`src/rtl/retstk_pkg.sv`:
```
package retstk_pkg;

   // Upper fifteen bits of the return opcode; bit 0 is the restore select.
   localparam logic [14:0] RET_OPC_HI = 15'h0009;

   typedef enum logic [1:0] {
      OP_IDLE = 2'd0,
      OP_RET  = 2'd1,
      OP_CALL = 2'd2
   } stk_op_e;

   function automatic logic is_ret_word(input logic [15:0] word);
      return word[15:1] == RET_OPC_HI;
   endfunction

endpackage

```
`src/rtl/retstk_decode.sv`:
```
module retstk_decode
   import retstk_pkg::*;
(
   input  logic        instr_valid,
   input  logic [15:0] instr_word,
   input  logic        call_req,
   input  logic        slot_busy,
   output stk_op_e     op,
   output logic        restore_sel
);

   logic ret_seen;

   assign ret_seen = instr_valid && is_ret_word(instr_word);

   always_comb begin
      op          = OP_IDLE;
      restore_sel = 1'b0;
      if (!slot_busy) begin
         if (ret_seen) begin
            op          = OP_RET;
            restore_sel = instr_word[0];
         end else if (call_req) begin
            op = OP_CALL;
         end
      end
   end

endmodule

```
`src/rtl/retstk_lifo.sv`:
```
module retstk_lifo #(
   parameter int AW    = 21,
   parameter int DEPTH = 31,
   localparam int PW   = $clog2(DEPTH + 1),
   localparam int IW   = (DEPTH > 1) ? $clog2(DEPTH) : 1
) (
   input  logic          clk,
   input  logic          rst_n,
   input  logic          push,
   input  logic [AW-1:0] push_data,
   input  logic          pop,
   output logic [AW-1:0] pop_q,
   output logic [PW-1:0] depth,
   output logic          ovf,
   output logic          unf
);

   logic [AW-1:0] mem [DEPTH];
   logic [PW-1:0] cnt_q;
   logic [PW-1:0] top_idx;
   logic          full;
   logic          empty;
   logic          wr_ok;

   assign full    = cnt_q == PW'(DEPTH);
   assign empty   = cnt_q == '0;
   assign top_idx = cnt_q - PW'(1);
   assign wr_ok   = push && !pop && !full;
   assign depth   = cnt_q;

   always_ff @(posedge clk) begin
      if (wr_ok) begin
         mem[cnt_q[IW-1:0]] <= push_data;
      end
   end

   always_ff @(posedge clk) begin
      if (!rst_n) begin
         cnt_q <= '0;
         pop_q <= '0;
         ovf   <= 1'b0;
         unf   <= 1'b0;
      end else if (pop) begin
         if (empty) begin
            unf   <= 1'b1;
            pop_q <= '0;
         end else begin
            pop_q <= mem[top_idx[IW-1:0]];
            cnt_q <= top_idx;
         end
      end else if (push) begin
         if (full) begin
            ovf <= 1'b1;
         end else begin
            cnt_q <= cnt_q + PW'(1);
         end
      end
   end

   // a push into a full stack raises the flag and keeps the count
   assert_no_overflow_R7: assert property (@(posedge clk) disable iff (!rst_n)
      (push && !pop && full) |=> (ovf && depth == PW'(DEPTH)));

   // a pop from an empty stack yields zero and raises the flag
   assert_empty_pop_zero_R8: assert property (@(posedge clk) disable iff (!rst_n)
      (pop && empty) |=> (unf && pop_q == '0 && depth == '0));

   // every pop of a non-empty stack removes exactly one entry
   assert_pop_step_R11: assert property (@(posedge clk) disable iff (!rst_n)
      (pop && !empty) |=> (depth == $past(depth) - PW'(1)));

endmodule

```
`src/rtl/retstk_shadow.sv`:
```
module retstk_shadow #(
   parameter int DW = 8,
   parameter int BW = 4
) (
   input  logic          clk,
   input  logic          rst_n,
   input  logic          load,
   input  logic [DW-1:0] w_in,
   input  logic [DW-1:0] st_in,
   input  logic [BW-1:0] bsr_in,
   output logic [DW-1:0] w_q,
   output logic [DW-1:0] st_q,
   output logic [BW-1:0] bsr_q
);

   always_ff @(posedge clk) begin
      if (!rst_n) begin
         w_q   <= '0;
         st_q  <= '0;
         bsr_q <= '0;
      end else if (load) begin
         w_q   <= w_in;
         st_q  <= st_in;
         bsr_q <= bsr_in;
      end
   end

   // copies hold unless a capture strobe was present
   assert_shadow_hold_R6: assert property (@(posedge clk) disable iff (!rst_n)
      !load |=> ($stable(w_q) && $stable(st_q) && $stable(bsr_q)));

   // a capture takes the live values of that edge
   assert_shadow_capture_R6: assert property (@(posedge clk) disable iff (!rst_n)
      load |=> (w_q == $past(w_in) && st_q == $past(st_in) && bsr_q == $past(bsr_in)));

endmodule

```
`src/rtl/retstk_unit.sv`:
```
module retstk_unit
   import retstk_pkg::*;
#(
   parameter int AW    = 21,
   parameter int DEPTH = 31,
   parameter int DW    = 8,
   parameter int BW    = 4,
   localparam int PW   = $clog2(DEPTH + 1)
) (
   input  logic          clk,
   input  logic          rst_n,
   input  logic          instr_valid,
   input  logic [15:0]   instr_word,
   input  logic          call_req,
   input  logic          call_fast,
   input  logic [AW-1:0] call_target,
   input  logic [AW-1:0] pc_in,
   input  logic          shadow_load,
   input  logic [DW-1:0] w_in,
   input  logic [DW-1:0] status_in,
   input  logic [BW-1:0] bsr_in,
   output logic          pc_load,
   output logic [AW-1:0] pc_next,
   output logic          ret_slot,
   output logic          restore_en,
   output logic [DW-1:0] w_out,
   output logic [DW-1:0] status_out,
   output logic [BW-1:0] bsr_out,
   output logic [PW-1:0] depth,
   output logic          stk_ovf,
   output logic          stk_unf
);

   // elaboration-time parameter checks
   if (DEPTH < 2) begin : g_bad_depth
      $error("retstk_unit: DEPTH must be at least 2");
   end
   if (AW < 2) begin : g_bad_aw
      $error("retstk_unit: AW must be at least 2");
   end
   if (DW < 1 || BW < 1) begin : g_bad_regw
      $error("retstk_unit: register widths must be positive");
   end

   stk_op_e       op;
   logic          restore_sel;
   logic          slot_q;
   logic          restore_q;
   logic          call_q;
   logic [AW-1:0] tgt_q;
   logic [AW-1:0] pop_q;
   logic [AW-1:0] link_addr;
   logic          cap_now;

   retstk_decode u_dec (
      .instr_valid (instr_valid),
      .instr_word  (instr_word),
      .call_req    (call_req),
      .slot_busy   (slot_q),
      .op          (op),
      .restore_sel (restore_sel)
   );

   assign link_addr = pc_in + AW'(2);

   retstk_lifo #(.AW(AW), .DEPTH(DEPTH)) u_lifo (
      .clk       (clk),
      .rst_n     (rst_n),
      .push      (op == OP_CALL),
      .push_data (link_addr),
      .pop       (op == OP_RET),
      .pop_q     (pop_q),
      .depth     (depth),
      .ovf       (stk_ovf),
      .unf       (stk_unf)
   );

   assign cap_now = shadow_load || (op == OP_CALL && call_fast);

   retstk_shadow #(.DW(DW), .BW(BW)) u_shadow (
      .clk    (clk),
      .rst_n  (rst_n),
      .load   (cap_now),
      .w_in   (w_in),
      .st_in  (status_in),
      .bsr_in (bsr_in),
      .w_q    (w_out),
      .st_q   (status_out),
      .bsr_q  (bsr_out)
   );

   always_ff @(posedge clk) begin
      if (!rst_n) begin
         slot_q    <= 1'b0;
         restore_q <= 1'b0;
         call_q    <= 1'b0;
         tgt_q     <= '0;
      end else begin
         slot_q    <= op == OP_RET;
         restore_q <= op == OP_RET && restore_sel;
         call_q    <= op == OP_CALL;
         if (op == OP_CALL) begin
            tgt_q <= call_target;
         end
      end
   end

   assign pc_load    = slot_q || call_q;
   assign pc_next    = slot_q ? pop_q : tgt_q;
   assign ret_slot   = slot_q;
   assign restore_en = restore_q;

   // an accepted return loads the program counter one cycle later
   assert_ret_loads_pc_R2: assert property (@(posedge clk) disable iff (!rst_n)
      (instr_valid && is_ret_word(instr_word) && !ret_slot) |=> (pc_load && ret_slot));

   // the restore strobe only appears in the return's second cycle
   assert_restore_in_slot_R3: assert property (@(posedge clk) disable iff (!rst_n)
      restore_en |-> ret_slot);

   // nothing presented during the dead slot produces a load
   assert_slot_blocks_R4: assert property (@(posedge clk) disable iff (!rst_n)
      ret_slot |=> !pc_load);

   // a return beside a call keeps the stack from growing
   assert_ret_priority_R10: assert property (@(posedge clk) disable iff (!rst_n)
      (instr_valid && is_ret_word(instr_word) && call_req && !ret_slot)
         |=> (ret_slot && depth <= $past(depth)));

endmodule

```
`config.mk`:
```
export PLATFORM = sky130hd
export DESIGN_NAME = retstk_unit
export DESIGN_NICKNAME = d
export VERILOG_FILES = /design/src/rtl/retstk_pkg.sv /design/src/rtl/retstk_decode.sv /design/src/rtl/retstk_lifo.sv /design/src/rtl/retstk_shadow.sv /design/src/rtl/retstk_unit.sv
export SDC_FILE = /design/constraint.sdc
export NUM_CORES = 1
export LEC_CHECK = 0
export BUFFER_PORTS_ARGS = -buffer_cell sky130_fd_sc_hd__buf_2
export CAP_MARGIN = 20
export CORE_MARGIN = 2
export CORE_UTILIZATION = 50
export DETAILED_ROUTE_END_ITERATION = 12
export PLACE_DENSITY_LB_ADDON = 0.05
export SLEW_MARGIN = 15
export SYNTH_ARGS = -nofsm -noshare
export SYNTH_HDL_FRONTEND = slang
export SYNTH_SLANG_ARGS = --single-unit
```
`constraint.sdc`:
```
create_clock -name clk -period 3.1 [get_ports clk]
set_clock_uncertainty 0.1 [all_clocks]
set_input_delay 0 -clock clk [delete_from_list [all_inputs] [get_ports clk]]
set_output_delay 0 -clock clk [all_outputs]
set_load 0.05 [all_outputs]
```
==> results.sh, run 1 <==
export IMPL_fp_dieH_um=242
export IMPL_cap_violations=0
export IMPL_syn_inst=1649
export IMPL_final_nets=2094
export IMPL_wirelength_um=76300
export IMPL_post_route_period_util=0.982
export IMPL_switchingPower_mw=5.20
export IMPL_path_max_fanout=26
export IMPL_clock_path_buffers=3
export IMPL_htreeDepth=3
export IMPL_synth_warnings=0
export IMPL_routedWlPerCell_um=27.1
export IMPL_hold_path_class="in2reg"
export IMPL_worstSetupStartpointType="flop"
export IMPL_worst_setup_path_type="reg2reg"
export IMPL_cts_root_buf="clkbuf_16"
export IMPL_crit_required_ps=3450
export IMPL_min_period_ps=3040
export IMPL_row_count=87
export IMPL_ys_seq_area_frac=0.739
export IMPL_cp_startpoint="u_lifo.depth[0]$_SDFFE_PN0P_"
export IMPL_r2r_end="u_lifo.pop_q[17]$_SDFFE_PN0N_"
export IMPL_clock_latency_ps=620
export IMPL_synth_ff_type="edfxtp_1"
export IMPL_syn_avg_cell_area_sq_um=17.2
export IMPL_synth_area_sq_um=28400
export IMPL_dr_pass1_iters=8
export IMPL_clkTransAtPathRegs_ps=60
export IMPL_tightest_slew_ps=1030
export IMPL_drive_gt1_frac=0.283
export IMPL_final_cell_mix="edfxtp_1, nand2_1, buf_2, dlygate4sd3_1, mux2i_1"
export IMPL_fp_coreArea_sq_um=56300
export IMPL_max_vdd_ir_drop_mv=0.388
export IMPL_final_common_cell="edfxtp_1"
export IMPL_syn2layout_area_growth_pct=22.5
export IMPL_cts_tree="done"
export IMPL_power_frac_seq=0.486
export IMPL_hold_ws_ps=56.3
export IMPL_switching_share=0.235
export IMPL_finalSetupViolations=0
export IMPL_status="finished clean"
export IMPL_ant_nets=0
export IMPL_cts_buffers=75
export IMPL_pwr_share_comb=0.115
export IMPL_internal_power_mw=17.0
export IMPL_crit_path_end="u_lifo.pop_q[17]$_SDFFE_PN0N_"
export IMPL_leakage_nw=12.2
export IMPL_grt_use_total=0.262
export IMPL_max_slew_margin_rel=0.315
export IMPL_dpl_hpwl_um=46100
export IMPL_grt_max_degree=54
export IMPL_vias=16310
export IMPL_hold_viol_final=0
export IMPL_clkPwrFrac=0.399
export IMPL_cts_sinks=723
export IMPL_yosysUniqueCellTypes=52
export IMPL_viasPerCell=5.79
export IMPL_drc_errors=0
export IMPL_grt_overflow_total=0
export IMPL_dieArea_sq_um=58700
export IMPL_r2r_start="u_lifo.depth[0]$_SDFFE_PN0P_"
export IMPL_drt_iter0_markers=1630
export IMPL_io_pins=135
export IMPL_fin_ws_ps=56.7
export IMPL_ff2ff_path_depth=7
export IMPL_antenna_found_initial=4
export IMPL_grt_pass1_wl_um=111000
export IMPL_post_place_ws_ps=-104
export IMPL_rsz0062_at_grt="no"
export IMPL_routabilityCongestion=0.901
export IMPL_first_global_vias=16483
export IMPL_initial_core_util=0.504
export IMPL_postPlaceCellArea_sq_um=31200
export IMPL_power_mw=22.2
export IMPL_synth_net_count=1744
export IMPL_fin_area_sq_um=34800
export IMPL_synth_async_reset_ratio=0
export IMPL_synth_edff_count=651
export IMPL_port_buffer_count=134
export IMPL_p_per_area_nw_per_um2=637
export IMPL_die_x_um=242
export IMPL_r2r_slack_ps=60
export IMPL_ys_ff_latch=723
export IMPL_fmax_mhz=329
export IMPL_crit_arrival_ps=3390
export IMPL_slew_viol_final=0
export IMPL_worstSetupEndpointType="flop"
-- registers in the layout (all words and copies together) (netlist names) --
register	count
u_lifo.depth	5
u_lifo.pop_q	21
u_lifo.mem	651
restore_en	1
u_lifo.unf	1
u_shadow.w_q	8
u_shadow.bsr_q	4
ret_slot	1
tgt_q	21
u_lifo.ovf	1
u_shadow.st_q	8
call_q	1
-- power by group through the flow --
| stage | Combinational, mW | Sequential, mW | Clock [mW] |
|---|---|---|---|
| final | 2.56 | 10.8 | 8.83 |
| after global routing | 2.71 | 10.8 | 9.32 |
| after CTS | 2.56 | 10.8 | 9.00 |
| after detailed placement | 2.38 | 11.0 | 0 |
| after global placement | 2.36 | 11.0 | 0 |
| after floorplan | 1.45 | 11.0 | 0 |
-- cell usage after synthesis, drive strengths merged (4+ instances only) --
cell type | count | area, sq um
and4 | 5 | 43.8
a211oi | 23 | 173
nand2 | 175 | 657
o21ai | 22 | 110
xnor2 | 16 | 140
a32oi | 19 | 166
xor2 | 9 | 97.6
nor4b | 4 | 35.0
mux4 | 89 | 2030
a222oi | 20 | 200
ha | 11 | 138
nand4 | 24 | 150
edfxtp | 651 | 19500
a21oi | 25 | 125
inv | 6 | 22.5
dfxtp | 72 | 1440
buf | 46 | 292
o22ai | 20 | 125
nand3 | 67 | 335
and2 | 4 | 25.0
mux2 | 67 | 754
nor2 | 92 | 348
mux2i | 101 | 1010
clkbuf | 49 | 184
and3 | 4 | 25.0
nor3 | 4 | 20.0
-- timing repair --
item | 4_1_cts | 5_1_grt
gates resized for setup | 4 | 2
hold buffers | 108 | 0
pin swaps | 2 | 1
cloned | 2 | 0
hold endpoints to repair | 572 | 0
setup buffers | 3 | 0
setup endpoints to repair | 2 | 1
-- worst min-delay path by stage --
stage / start / end / slack [ps] / cells after the start
after floorplan: pc_in[0] / u_lifo.mem[0][0]$_DFFE_PP_ / -1 / 0
after global placement: call_target[20] / tgt_q[20]$_SDFFE_PN0N_ / 140 / 3
after detailed placement: instr_word[0] / restore_en$_SDFF_PN0_ / 140 / 2
after CTS: instr_word[10] / u_lifo.depth[4]$_SDFFE_PN0P_ / 30 / 8
after global routing: instr_word[10] / u_lifo.depth[4]$_SDFFE_PN0P_ / 130 / 8
final: instr_word[10] / u_lifo.depth[4]$_SDFFE_PN0P_ / 60 / 8
-- layer usage --
metal / vias to the layer above / GRT usage / routed length (um)
met4: 4 / 0.0873 / 1980
met3: 97 / 0.0563 / 5900
li1: 7196 / - / -
met1: 8344 / 0.363 / 32700
met2: 669 / 0.415 / 35700
met5: - / 0 / 29
-- critical path, stage by stage, from the launching register on --
cell      delay (ps)
dfxtp_4          400
buf_6            220
o31a_1           370
nor2_4           180
buf_12           230
mux2_2           420
a222oi_1         750
nand3_1          160
-- kinds of logic (layout without fill, tap and decap cells) --
kind of cell	Yosys count	count (layout)	share of synthesized area
AO/OA/AOI/OAI	139	139	0.0346
XOR/XNOR	25	25	0.00838
adder cells (fa/ha/maj)	11	11	0.00485
buffers and inverters	102	511	0.0177
flip-flops	723	723	0.739
multiplexers	257	257	0.134
other	0	1	0
AND/OR/NAND/NOR	392	392	0.0614
-- stage by stage --
step                setup TNS, ps  cells   util
finish                          0   2815  0.618
global route                    0   2814  0.618
CTS                             0   2814  0.618
detailed placement           -105   2565  0.554
global placement            -64.4   2565  0.554
floorplan                   -5090   1649      -
-- area by class of cell --
class / instances / area (sq um)
clock buffer: 99 / 2100
antenna: 1 / 2.50
multi-input combinational: 824 / 7170
sequential: 723 / 21000
clock inverter: 37 / 298
tap: 756 / 946
inverter: 7 / 27.5
timing repair buffer: 368 / 3250
fill: 4120 / 21500
No activity file was read; power rests on OpenSTA's default activity.
==> inputs of run 2 (changes only) <==
--- a/config.mk
+++ b/config.mk
@@ -5,7 +5,8 @@
 export SDC_FILE = /design/constraint.sdc
 export NUM_CORES = 1
 export LEC_CHECK = 0
-export BUFFER_PORTS_ARGS = -buffer_cell sky130_fd_sc_hd__buf_2
+export ABC_CLOCK_PERIOD_IN_PS = 3100
+export BUFFER_PORTS_ARGS = -buffer_cell sky130_fd_sc_hd__buf_4
 export CAP_MARGIN = 20
 export CORE_MARGIN = 2
 export CORE_UTILIZATION = 50
==> run 2 against run 1 <==
Sequential cell count is the same. Clock power shrank 2.4%. Cell area grew 0.42%. Total power shrank 0.36%. Count of clock-buffer cells in the layout grew 3. Sequential share of layout area shrank 0.26 points. Non-clock buffer count shrank 1. Global-route usage grew 0.16 points. Worst hold slack gained 5.5 ps. Critical path depth grew 4. Setup slack lost 16 ps. Largest cell class unchanged.
==> results.sh, run 2 (synthesis results as in run 1) <==
export IMPL_p_per_area_nw_per_um2=632
export IMPL_cap_violations=0
export IMPL_finish_utilization=0.621
export IMPL_worstSetupEndpointType="flop"
export IMPL_crit_required_ps=3450
export IMPL_max_slew_margin_rel=0.437
export IMPL_path_max_fanout=16
export IMPL_grt_use_total=0.263
export IMPL_io_pins=135
export IMPL_seqCellArea_sq_um=21000
export IMPL_drt_iter0_markers=1746
export IMPL_routedWlPerCell_um=27.3
export IMPL_min_period_ps=3060
export IMPL_worst_setup_path_type="reg2reg"
export IMPL_slew_viol_final=0
export IMPL_multi_input_area_sq_um=7170
export IMPL_post_route_period_util=0.987
export IMPL_row_count=87
export IMPL_fillers=4109
export IMPL_hold_path_class="in2reg"
export IMPL_largest_reg_flops=651
export IMPL_first_global_vias=16512
export IMPL_fmax_mhz=327
export IMPL_viasPerCell=5.81
export IMPL_antenna_found_initial=4
export IMPL_fp_coreArea_sq_um=56300
export IMPL_dieArea_sq_um=58700
export IMPL_drive_gt1_frac=0.283
export IMPL_fp_dieH_um=242
export IMPL_setup_tns_ps=0
export IMPL_drc_errors=0
export IMPL_dpl_hpwl_um=46100
export IMPL_leakage_nw=12.2
export IMPL_htreeDepth=3
export IMPL_fin_area_sq_um=34900
export IMPL_wirelength_um=76800
export IMPL_vias=16323
export IMPL_worstSetupStartpointType="flop"
export IMPL_cts_buffers=75
export IMPL_ant_nets=0
export IMPL_initial_core_util=0.504
export IMPL_port_buffer_count=134
export IMPL_cts_tree="done"
export IMPL_finalSetupViolations=0
export IMPL_rsz0062_at_grt="no"
export IMPL_routabilityCongestion=0.953
export IMPL_syn2layout_area_growth_pct=23.1
export IMPL_grt_overflow_total=0
export IMPL_crit_arrival_ps=3410
export IMPL_cts_root_buf="clkbuf_16"
export IMPL_hold_viol_final=0
export IMPL_max_vdd_ir_drop_mv=0.359
export IMPL_tightest_slew_ps=842
export IMPL_clock_latency_ps=600
export IMPL_power_mw=22.1
export IMPL_status="finished clean"
export IMPL_postPlaceCellArea_sq_um=31400
export IMPL_dr_pass1_iters=8
export IMPL_grt_pass1_wl_um=111000
export IMPL_final_cell_mix="edfxtp_1, buf_4, nand2_1, mux2i_1, dlygate4sd3_1"
export IMPL_final_common_cell="edfxtp_1"
export IMPL_grt_max_degree=71
export IMPL_clkTransAtPathRegs_ps=60
export IMPL_die_x_um=242
export IMPL_clock_path_buffers=3
export IMPL_final_nets=2093
export IMPL_cts_sinks=723
## run 2: through the flow
step                      hold WS, ps  cells  setup slack [ps]
after floorplan                 -1.13   1649             -13.1
after global placement            140   2566              -223
after detailed placement          147   2567              -231
after CTS                        40.3   2806              17.1
after global routing             89.8   2808              1.46
final                            61.8   2809              40.6
## run 2: layer usage
metal,routed length (um),vias up,track usage
met1,32800,8414,0.369
met5,13,-,0
met3,5880,91,0.0565
li1,-,7193,-
met4,2100,2,0.0871
met2,36000,623,0.414
## run 2: layout make-up
cell class              count  share of cell area
flip-flops and latches    723               0.601
multi-input cells         824               0.205
repair buffers            367              0.0993
clock buffers             102              0.0596
well taps                 756              0.0271
clock inverters            29             0.00684
inverters                   7            0.000788
diodes                      1           0.0000716
## run 2: repair_timing
| action | 4_1_cts | 5_1_grt |
|---|---|---|
| buffers inserted | 3 | 1 |
| cloned | 4 | 1 |
| resized for setup | 4 | 1 |
| pin swaps | 3 | 2 |
| hold endpoints to repair | 641 | 0 |
| hold buffers | 101 | 0 |
| setup endpoints to repair | 6 | 1 |
## run 2: final timing paths
path,start,to,slack (ps),cells after the start
setup reg to reg,u_lifo.depth[0]$_SDFFE_PN0P_,u_lifo.pop_q[11]$_SDFFE_PN0N_,40,11
setup / recovery,u_lifo.depth[0]$_SDFFE_PN0P_,u_lifo.pop_q[11]$_SDFFE_PN0N_,40,11
hold reg to reg,tgt_q[1]$_SDFFE_PN0N_,tgt_q[1]$_SDFFE_PN0N_,390,2
hold / removal,pc_in[2],u_lifo.mem[25][4]$_DFFE_PP_,60,4
## run 2: report_power, final
part	total, mW	switching [mW]	internal, mW
combinational	2.68	1.54	1.14
sequential	10.8	0.0342	10.7
clock	8.62	3.60	5.02
## run 2: critical path: stages (launching register included)
cell and delay (ps):
dfxtp_4 390, clkinv_2 100, buf_4 180, ha_4 310, buf_4 170, buf_4 200, nand2_1 240, buf_4 210
o22ai_1 80, buf_4 160, o21ai_0 610, nand3_1 140
